`src/rtl/preamble_hunter.sv`:
```
module preamble_hunter #(
  parameter int CHIPS_PER_BIT = 4,
  parameter int WIN_BYTES_MAX = 3,
  parameter int BUDGET_W      = 5
) (
  input  logic                clk,
  input  logic                rst_n,
  input  logic                chip_vld,
  input  logic                chip_in,
  input  logic                det_en,
  input  logic [1:0]          win_sel,
  input  logic [BUDGET_W-1:0] err_budget,
  input  logic                restart,
  input  logic                flag_clr,
  output logic                det_pulse,
  output logic                det_flag
);
  localparam int BYTE_CHIPS = CHIPS_PER_BIT * 8;
  localparam int WMAX       = BYTE_CHIPS * WIN_BYTES_MAX;
  localparam int CW         = $clog2(WMAX + 1);

  logic [WMAX-1:0] win_q, win_d;
  logic [CW-1:0]   fill_q, fill_d, span;
  logic [CW-1:0]   err_a, err_b, err_min;
  logic            hit;

  assign win_d  = {win_q[WMAX-2:0], chip_in};
  assign fill_d = (fill_q == CW'(WMAX)) ? fill_q : fill_q + 1'b1;

  always_comb begin
    case (win_sel)
      2'b00:   span = CW'(BYTE_CHIPS);
      2'b01:   span = CW'(2 * BYTE_CHIPS);
      default: span = CW'(WMAX);
    endcase
  end

  always_comb begin
    err_a = '0;
    for (int i = 0; i < WMAX; i++)
      if (CW'(i) < span && win_d[i] != 1'(((i / CHIPS_PER_BIT) % 2) == 0))
        err_a = err_a + 1'b1;
  end

  assign err_b   = span - err_a;
  assign err_min = (err_a < err_b) ? err_a : err_b;
  assign hit     = chip_vld & det_en & ~restart & (fill_d >= span)
                 & (err_min <= CW'(err_budget));

  always_ff @(posedge clk or negedge rst_n) begin
    if (!rst_n) begin
      win_q     <= '0;
      fill_q    <= '0;
      det_pulse <= 1'b0;
      det_flag  <= 1'b0;
    end else begin
      det_pulse <= hit & ~det_flag;
      if (chip_vld) win_q <= win_d;
      if (restart || !det_en) fill_q <= '0;
      else if (chip_vld)      fill_q <= fill_d;
      if (restart)       det_flag <= 1'b0;
      else if (hit)      det_flag <= 1'b1;
      else if (flag_clr) det_flag <= 1'b0;
    end
  end

  AST_PULSE_NEEDS_STROBE: assert property (@(posedge clk) disable iff (!rst_n)
    det_pulse |-> $past(det_en) && $past(chip_vld) && !$past(restart));
  AST_PULSE_AFTER_FILL: assert property (@(posedge clk) disable iff (!rst_n)
    det_pulse |-> $past(fill_q) + 1 >= $past(span) || $past(fill_q) == CW'(WMAX));
  AST_PULSE_ONE_CYCLE: assert property (@(posedge clk) disable iff (!rst_n)
    det_pulse |=> !det_pulse);
  AST_PULSE_SETS_FLAG: assert property (@(posedge clk) disable iff (!rst_n)
    det_pulse |-> det_flag);
  AST_FLAG_STICKY: assert property (@(posedge clk) disable iff (!rst_n)
    (det_flag && !flag_clr && !restart) |=> det_flag);
  AST_RESTART_CLEARS: assert property (@(posedge clk) disable iff (!rst_n)
    restart |=> !det_flag && !det_pulse);
endmodule

```
`config.mk`:
```
export PLATFORM = sky130hd
export DESIGN_NAME = preamble_hunter
export DESIGN_NICKNAME = d
export VERILOG_FILES = /design/src/rtl/preamble_hunter.sv
export SDC_FILE = /design/constraint.sdc
export NUM_CORES = 1
export LEC_CHECK = 0
export BUFFER_PORTS_ARGS = -buffer_cell sky130_fd_sc_hd__buf_2
export CAP_MARGIN = 20
export CELL_PAD_IN_SITES_DETAIL_PLACEMENT = 0
export CELL_PAD_IN_SITES_GLOBAL_PLACEMENT = 1
export CORE_ASPECT_RATIO = 0.9
export CORE_MARGIN = 3
export CORE_UTILIZATION = 51
export DETAILED_ROUTE_END_ITERATION = 16
export GPL_TIMING_DRIVEN = 0
export PLACE_DENSITY = 0.94
export SLEW_MARGIN = 15
export SYNTH_ARGS = -nofsm -noshare
export SYNTH_HDL_FRONTEND = slang
export SYNTH_SLANG_ARGS = --single-unit
```
`constraint.sdc`:
```
create_clock -name clk -period 86.1 [get_ports clk]
set_clock_uncertainty 0.15 [all_clocks]
set_input_delay 12.915 -clock clk [delete_from_list [all_inputs] [get_ports clk]]
set_output_delay 12.915 -clock clk [all_outputs]
set_load 0.005 [all_outputs]
```
# Word level (Yosys, flattened, before mapping)
# Index checks and enable logic that the tools add are counted.
[word_totals]
ff_bits = 104
latch_bits = 0
mem_bits_rw = 0
mem_bits_ro = 0
inputBits = 14
n_memories = 0
[classes]
n_addsub = 97
n_mul = 0
div = 0
order_cmp = 99
eq_ne = 2
n_shift = 0
muxes = 104
bitwise_logic = 55
n_reduce_logical = 101
[op_table]
columns = ["op", "count"]
rows = [
  ["two-way mux 7 bit", 99],
  ["adder 7 x 1 -> 7 bit (second input constant)", 96],
  ["< comparator 6 x 7 -> 1 bit (first input constant)", 32],
  ["< comparator 7 bit (first input constant)", 32],
  ["< comparator 5 x 7 -> 1 bit (first input constant)", 16],
  ["logical AND 1 bit", 96],
  ["< comparator 4 x 7 -> 1 bit (first input constant)", 8],
  ["inverter 1 bit", 50],
  ["< comparator 3 x 7 -> 1 bit (first input constant)", 4],
  ["< comparator 1 x 7 -> 1 bit (first input constant)", 2],
  ["< comparator 2 x 7 -> 1 bit (first input constant)", 2],
  ["one-hot mux 7 bit (2 select lines)", 1],
  ["equality test 7 bit (second input constant)", 1],
  [">= comparator 7 bit", 1],
  ["<= comparator 7 x 5 -> 1 bit", 1],
  ["< comparator 7 bit", 1],
  ["subtractor 7 bit", 1],
  ["AND 1 bit", 5],
  ["two-way mux 1 bit", 4],
  ["nonzero test 3 bit", 1],
  ["equality test 2 x 1 -> 1 bit (second input constant)", 1],
  ["zero test 2 bit", 1],
  ["nonzero test 2 bit", 1],
  ["zero test 1 bit", 1],
  ["logical OR 1 bit", 1],
]

# Longest topological paths before layout
[depth]
word_depth = 202
mapped_depth = 341

# Worst setup path after synthesis
# No wires, ideal clock.
[synth_path]
kind = "in2reg"
from = "in chip_in"
to = "reg det_flag"
arrival_ps = 71956
setup_slack_ps = 13900
path_stages = 337
path_buffers = 0
cell_sequence = "inv_1 ha_1 xnor2_1 ha_1 nand2b_1 nand2_1 ha_1 mux2_2 ha_1 a32oi_1 nand2_1 ha_1 nor2b_1 a21oi_1 ha_1 nor2b_1 or2_2 a31oi_1 (+301 left out) xnor2_1 xnor2_1 ha_1 a31oi_1 xnor2_1 xnor3_1 ha_1 a21oi_2 mux2_2 ha_1 nor2b_1 o21a_1 o21ai_0 nand2b_1 a21oi_1 a31oi_1 or4b_2 a221oi_2"
[synth_between]
elab_chain_cells = 200
word_cells_on_any_way = 201
[synth_rtl]
columns = ["element", "line", "rtl"]
rows = [
  ["from (decl)", "9", "input logic chip_in,"],
  ["inverter 1 bit *", "41", "if (CW'(i) < span && win_d[i] != 1'(((i / CHIPS_PER_BIT) % 2) == 0))"],
  ["logical AND 1 bit *", "41", ""],
  ["two-way mux 1 bit *", "41", ""],
  ["adder 7 x 1 -> 7 bit", "42", "err_a = err_a + 1'b1;"],
  ["two-way mux 7 bit *", "41", ""],
  ["adder 7 x 1 -> 7 bit", "42", ""],
  ["two-way mux 7 bit *", "41", ""],
  ["adder 7 x 1 -> 7 bit", "42", ""],
  ["(+184 left out)", "n/a", ""],
  ["two-way mux 7 bit *", "41", ""],
  ["subtractor 7 bit", "45", "assign err_b = span - err_a;"],
  ["< comparator 7 bit", "46", "assign err_min = (err_a < err_b) ? err_a : err_b;"],
  ["two-way mux 7 bit *", "46", ""],
  ["<= comparator 7 x 5 -> 1 bit *", "48", "& (err_min <= CW'(err_budget));"],
  ["AND 1 bit *", "48", ""],
  ["two-way mux 1 bit", "62", "else if (hit) det_flag <= 1'b1;"],
  ["two-way mux 1 bit", "61", "if (restart) det_flag <= 1'b0;"],
  ["to (signal assigned)", "61", ""],
  ["to (signal assigned)", "62", ""],
  ["to (signal assigned)", "63", "else if (flag_clr) det_flag <= 1'b0;"],
  ["to (decl)", "16", "output logic det_flag"],
]
# Mark *: on every way between the ends. The rest lies on a longest branch, timed or not.
# A chain may end at the register's enable or synchronous reset.

# Final worst setup path
# Ends and elaborated chain as after synthesis.

==> impl_metrics.tcl <==
set metrics [dict create \
    clkSinkCount 104 \
    grt.total_usage 0.2426 \
    period_needed_ns 80.62 \
    die_w_um 225.6 \
    ys_warn_count 0 \
    vias 20028 \
    drt_first_iter_violations 1336 \
    worstPathRequired_ns 86.22 \
    synth.avg_cell_area_um2 7.774 \
    max_stage_delay_ns 0.74 \
    grt_pass1_vias 19094 \
    reg2regPathDepth 338 \
    via_per_inst 5.849 \
    worstHoldStart "det_flag$_DFFE_PN0P_" \
    synth_common_cells "343 x xnor2_1, 336 x nand2_1, 264 x nor2_1, 169 x xor2_1, 126 x a21oi_1" \
    antenna_found_initial 0 \
    ys_seq_area_frac 0.1176 \
    cap_violations 0 \
    arrival_ns 80.74 \
    globalRouteMet3Util 0.02893 \
    insertedDiodeCount 0 \
    grt_pass1_wl_um 94400 \
    post-route-drc-count 0 \
    path_class "in -> reg" \
    fp.dieH_um 203.6 \
    ys_seq_elements 104 \
    async_flop_share 1.000 \
    pin_count 16 \
    clock.fmax_mhz 12.40 \
    clock_latency_ns 0.37 \
    clk_pin_slew_ns 0.08 \
    crit_start "chip_in" \
    hold_viol 0 \
    cts_tree "done" \
    synth_fp_nets 2970 \
    worst_slew_pin_slew_ns 1.061 \
    rr_startpoint "win_q[0]$_DFFE_PN0P_" \
    grt_setup_unrepaired "false" \
    fin_util 0.5500 \
    clockBufferDepth 2 \
    synthFlopType "dfrtp_1" \
    yosysUniqueCellTypes 111 \
    use_met1 0.3461 \
    root_buffer "clkbuf_16" \
    setup_viol 0 \
    nNetsFinal 2996 \
    startpoint_type "input port" \
    post_cts_buffers 0 \
    syn_area_mm2 0.02212 \
    synth_cells 2846 \
    grt_max_degree 58 \
    die_area_mm2 0.04592 \
    synth_top_area_cell "xnor2_1" \
    ys_top_cells_by_area "xnor2_1 14%, dfrtp_1 12%, xor2_1 6.7%" \
    r2r_end "det_flag$_DFFE_PN0P_" \
    status "completed" \
    start_util 0.5232 \
    synth_edf_count 0 \
    drive_gt1_frac 0.1008 \
    overflow 0 \
    hold_path_class "reg -> reg" \
    critPathSlowestCell "or4b_2" \
    dr.pass1.iters 5 \
    crit_top_cell "ha_1" \
    rrSetupSlack_ns 17.77 \
    met2_usage 0.3950 \
    routedWlPerCell_um 16.43 \
    fin_crit_sh 0.9363 \
    syn_to_final_growth_pct 5.118 \
    rows 71 \
    crit_path_end "det_flag$_DFFE_PN0P_" \
    yosysMostFrequentCell "xnor2_1" \
    portBuffers 14 \
    post-dp-hpwl_um 45240 \
    grt.busiest_layer "met2" \
    max_slew_margin 0.2877 \
    cp_max_fo 7 \
    yosysTopAreaCellShare 0.1358 \
    htreeDepth 3 \
    end_kind "flip-flop" \
    place.gp.congestion 0.8889 \
    fin_tns_setup_ns 0 \
    drtAntennaViolNets 0 \
    slew_violations 0 \
    core-area_mm2 0.04229 \
    cts_buffers 9 \
    drt_wl_total_um 56250 \
]
## sequential cells by signal, indices dropped and copies added, names as in the netlist
register	cells
det_flag	1
win_q	95
fill_q	7
det_pulse	1
## kinds of logic after synthesis
group / after synthesis / synth area share
simple gates: 1109 / 0.2463
mux: 145 / 0.07182
compound gates: 529 / 0.1603
flops: 104 / 0.1176
buf+inv: 230 / 0.04055
xor+xnor: 615 / 0.2993
fa+ha+maj: 114 / 0.06402
## worst min-delay path by stage
| stage | to | slack [ns] | cells past startpoint |
|---|---|---|---|
| floorplan | det_pulse$_DFF_PN0_ | 0.31 | 1 |
| global placement | det_pulse$_DFF_PN0_ | 0.29 | 1 |
| detailed placement | det_pulse$_DFF_PN0_ | 0.31 | 1 |
| CTS | det_pulse$_DFF_PN0_ | 0.32 | 1 |
| global route | det_pulse$_DFF_PN0_ | 0.35 | 1 |
| finish | det_pulse$_DFF_PN0_ | 0.32 | 1 |
## routing by layer
layer  part of all wire  up-vias
met4              0.015        0
met2               0.45      440
met1               0.49     9502
met5                  0        -
li1                   -    10029
met3              0.047       57
## metrics by stage
stage                     cell area, µm²  worst slack [ns]  instances  hold slack (ns)
after floorplan                    22130             13.90       2846           0.3065
after global placement             22880             6.625       3407           0.2948
after detailed placement           22910             5.177       3408           0.3084
after CTS                          23220             5.148       3424           0.3188
after global routing               23260           0.07983       3424           0.3520
final                              23260             5.482       3424           0.3197
## critical path, delay by kind of cell
kind | cells | cell delay (ns)
fa+ha+maj | 96 | 28.98
compound gates | 97 | 17.68
simple gates | 100 | 12.80
mux | 17 | 4.81
buf+inv | 23 | 1.98
xor+xnor | 6 | 1.47
## layout make-up
class,count,area (µm²)
timing repair buffer,15,103.9
sequential,104,2603
fill,3930,19030
tap,547,684.4
inverter,100,375.4
clock inverter,7,81.33
buffer,130,521.8
multi-input combinational,2512,18660
clock buffer,9,225.2
## cells in the final DEF, fill, tap and decap left out, drive strengths merged, types with 18 or more instances in the layout
| master | count |
|---|---|
| xnor2 | 373 |
| nand2 | 337 |
| nor2 | 265 |
| xor2 | 186 |
| o21ai | 130 |
| a21oi | 127 |
| ha | 110 |
| mux2 | 110 |
| inv | 105 |
| dfrtp | 104 |
| clkbuf | 103 |
| nand3 | 101 |
| nor3 | 65 |
| nand2b | 60 |
| nor2b | 51 |
| buf | 51 |
| xnor3 | 45 |
| and2 | 39 |
| mux2i | 35 |
| a31oi | 35 |
| and3 | 28 |
| nand4 | 26 |
| nand3b | 22 |
| a211oi | 21 |
| o22ai | 18 |
| or2 | 18 |
## what timing repair did
action	CTS	global route
resized for setup	0	11
hold buffers	0	0
endpoints found under the setup margin	0	2
Power is not shown: default switching activity piles up to over one toggle a cycle in this logic, so the estimate is an artifact.
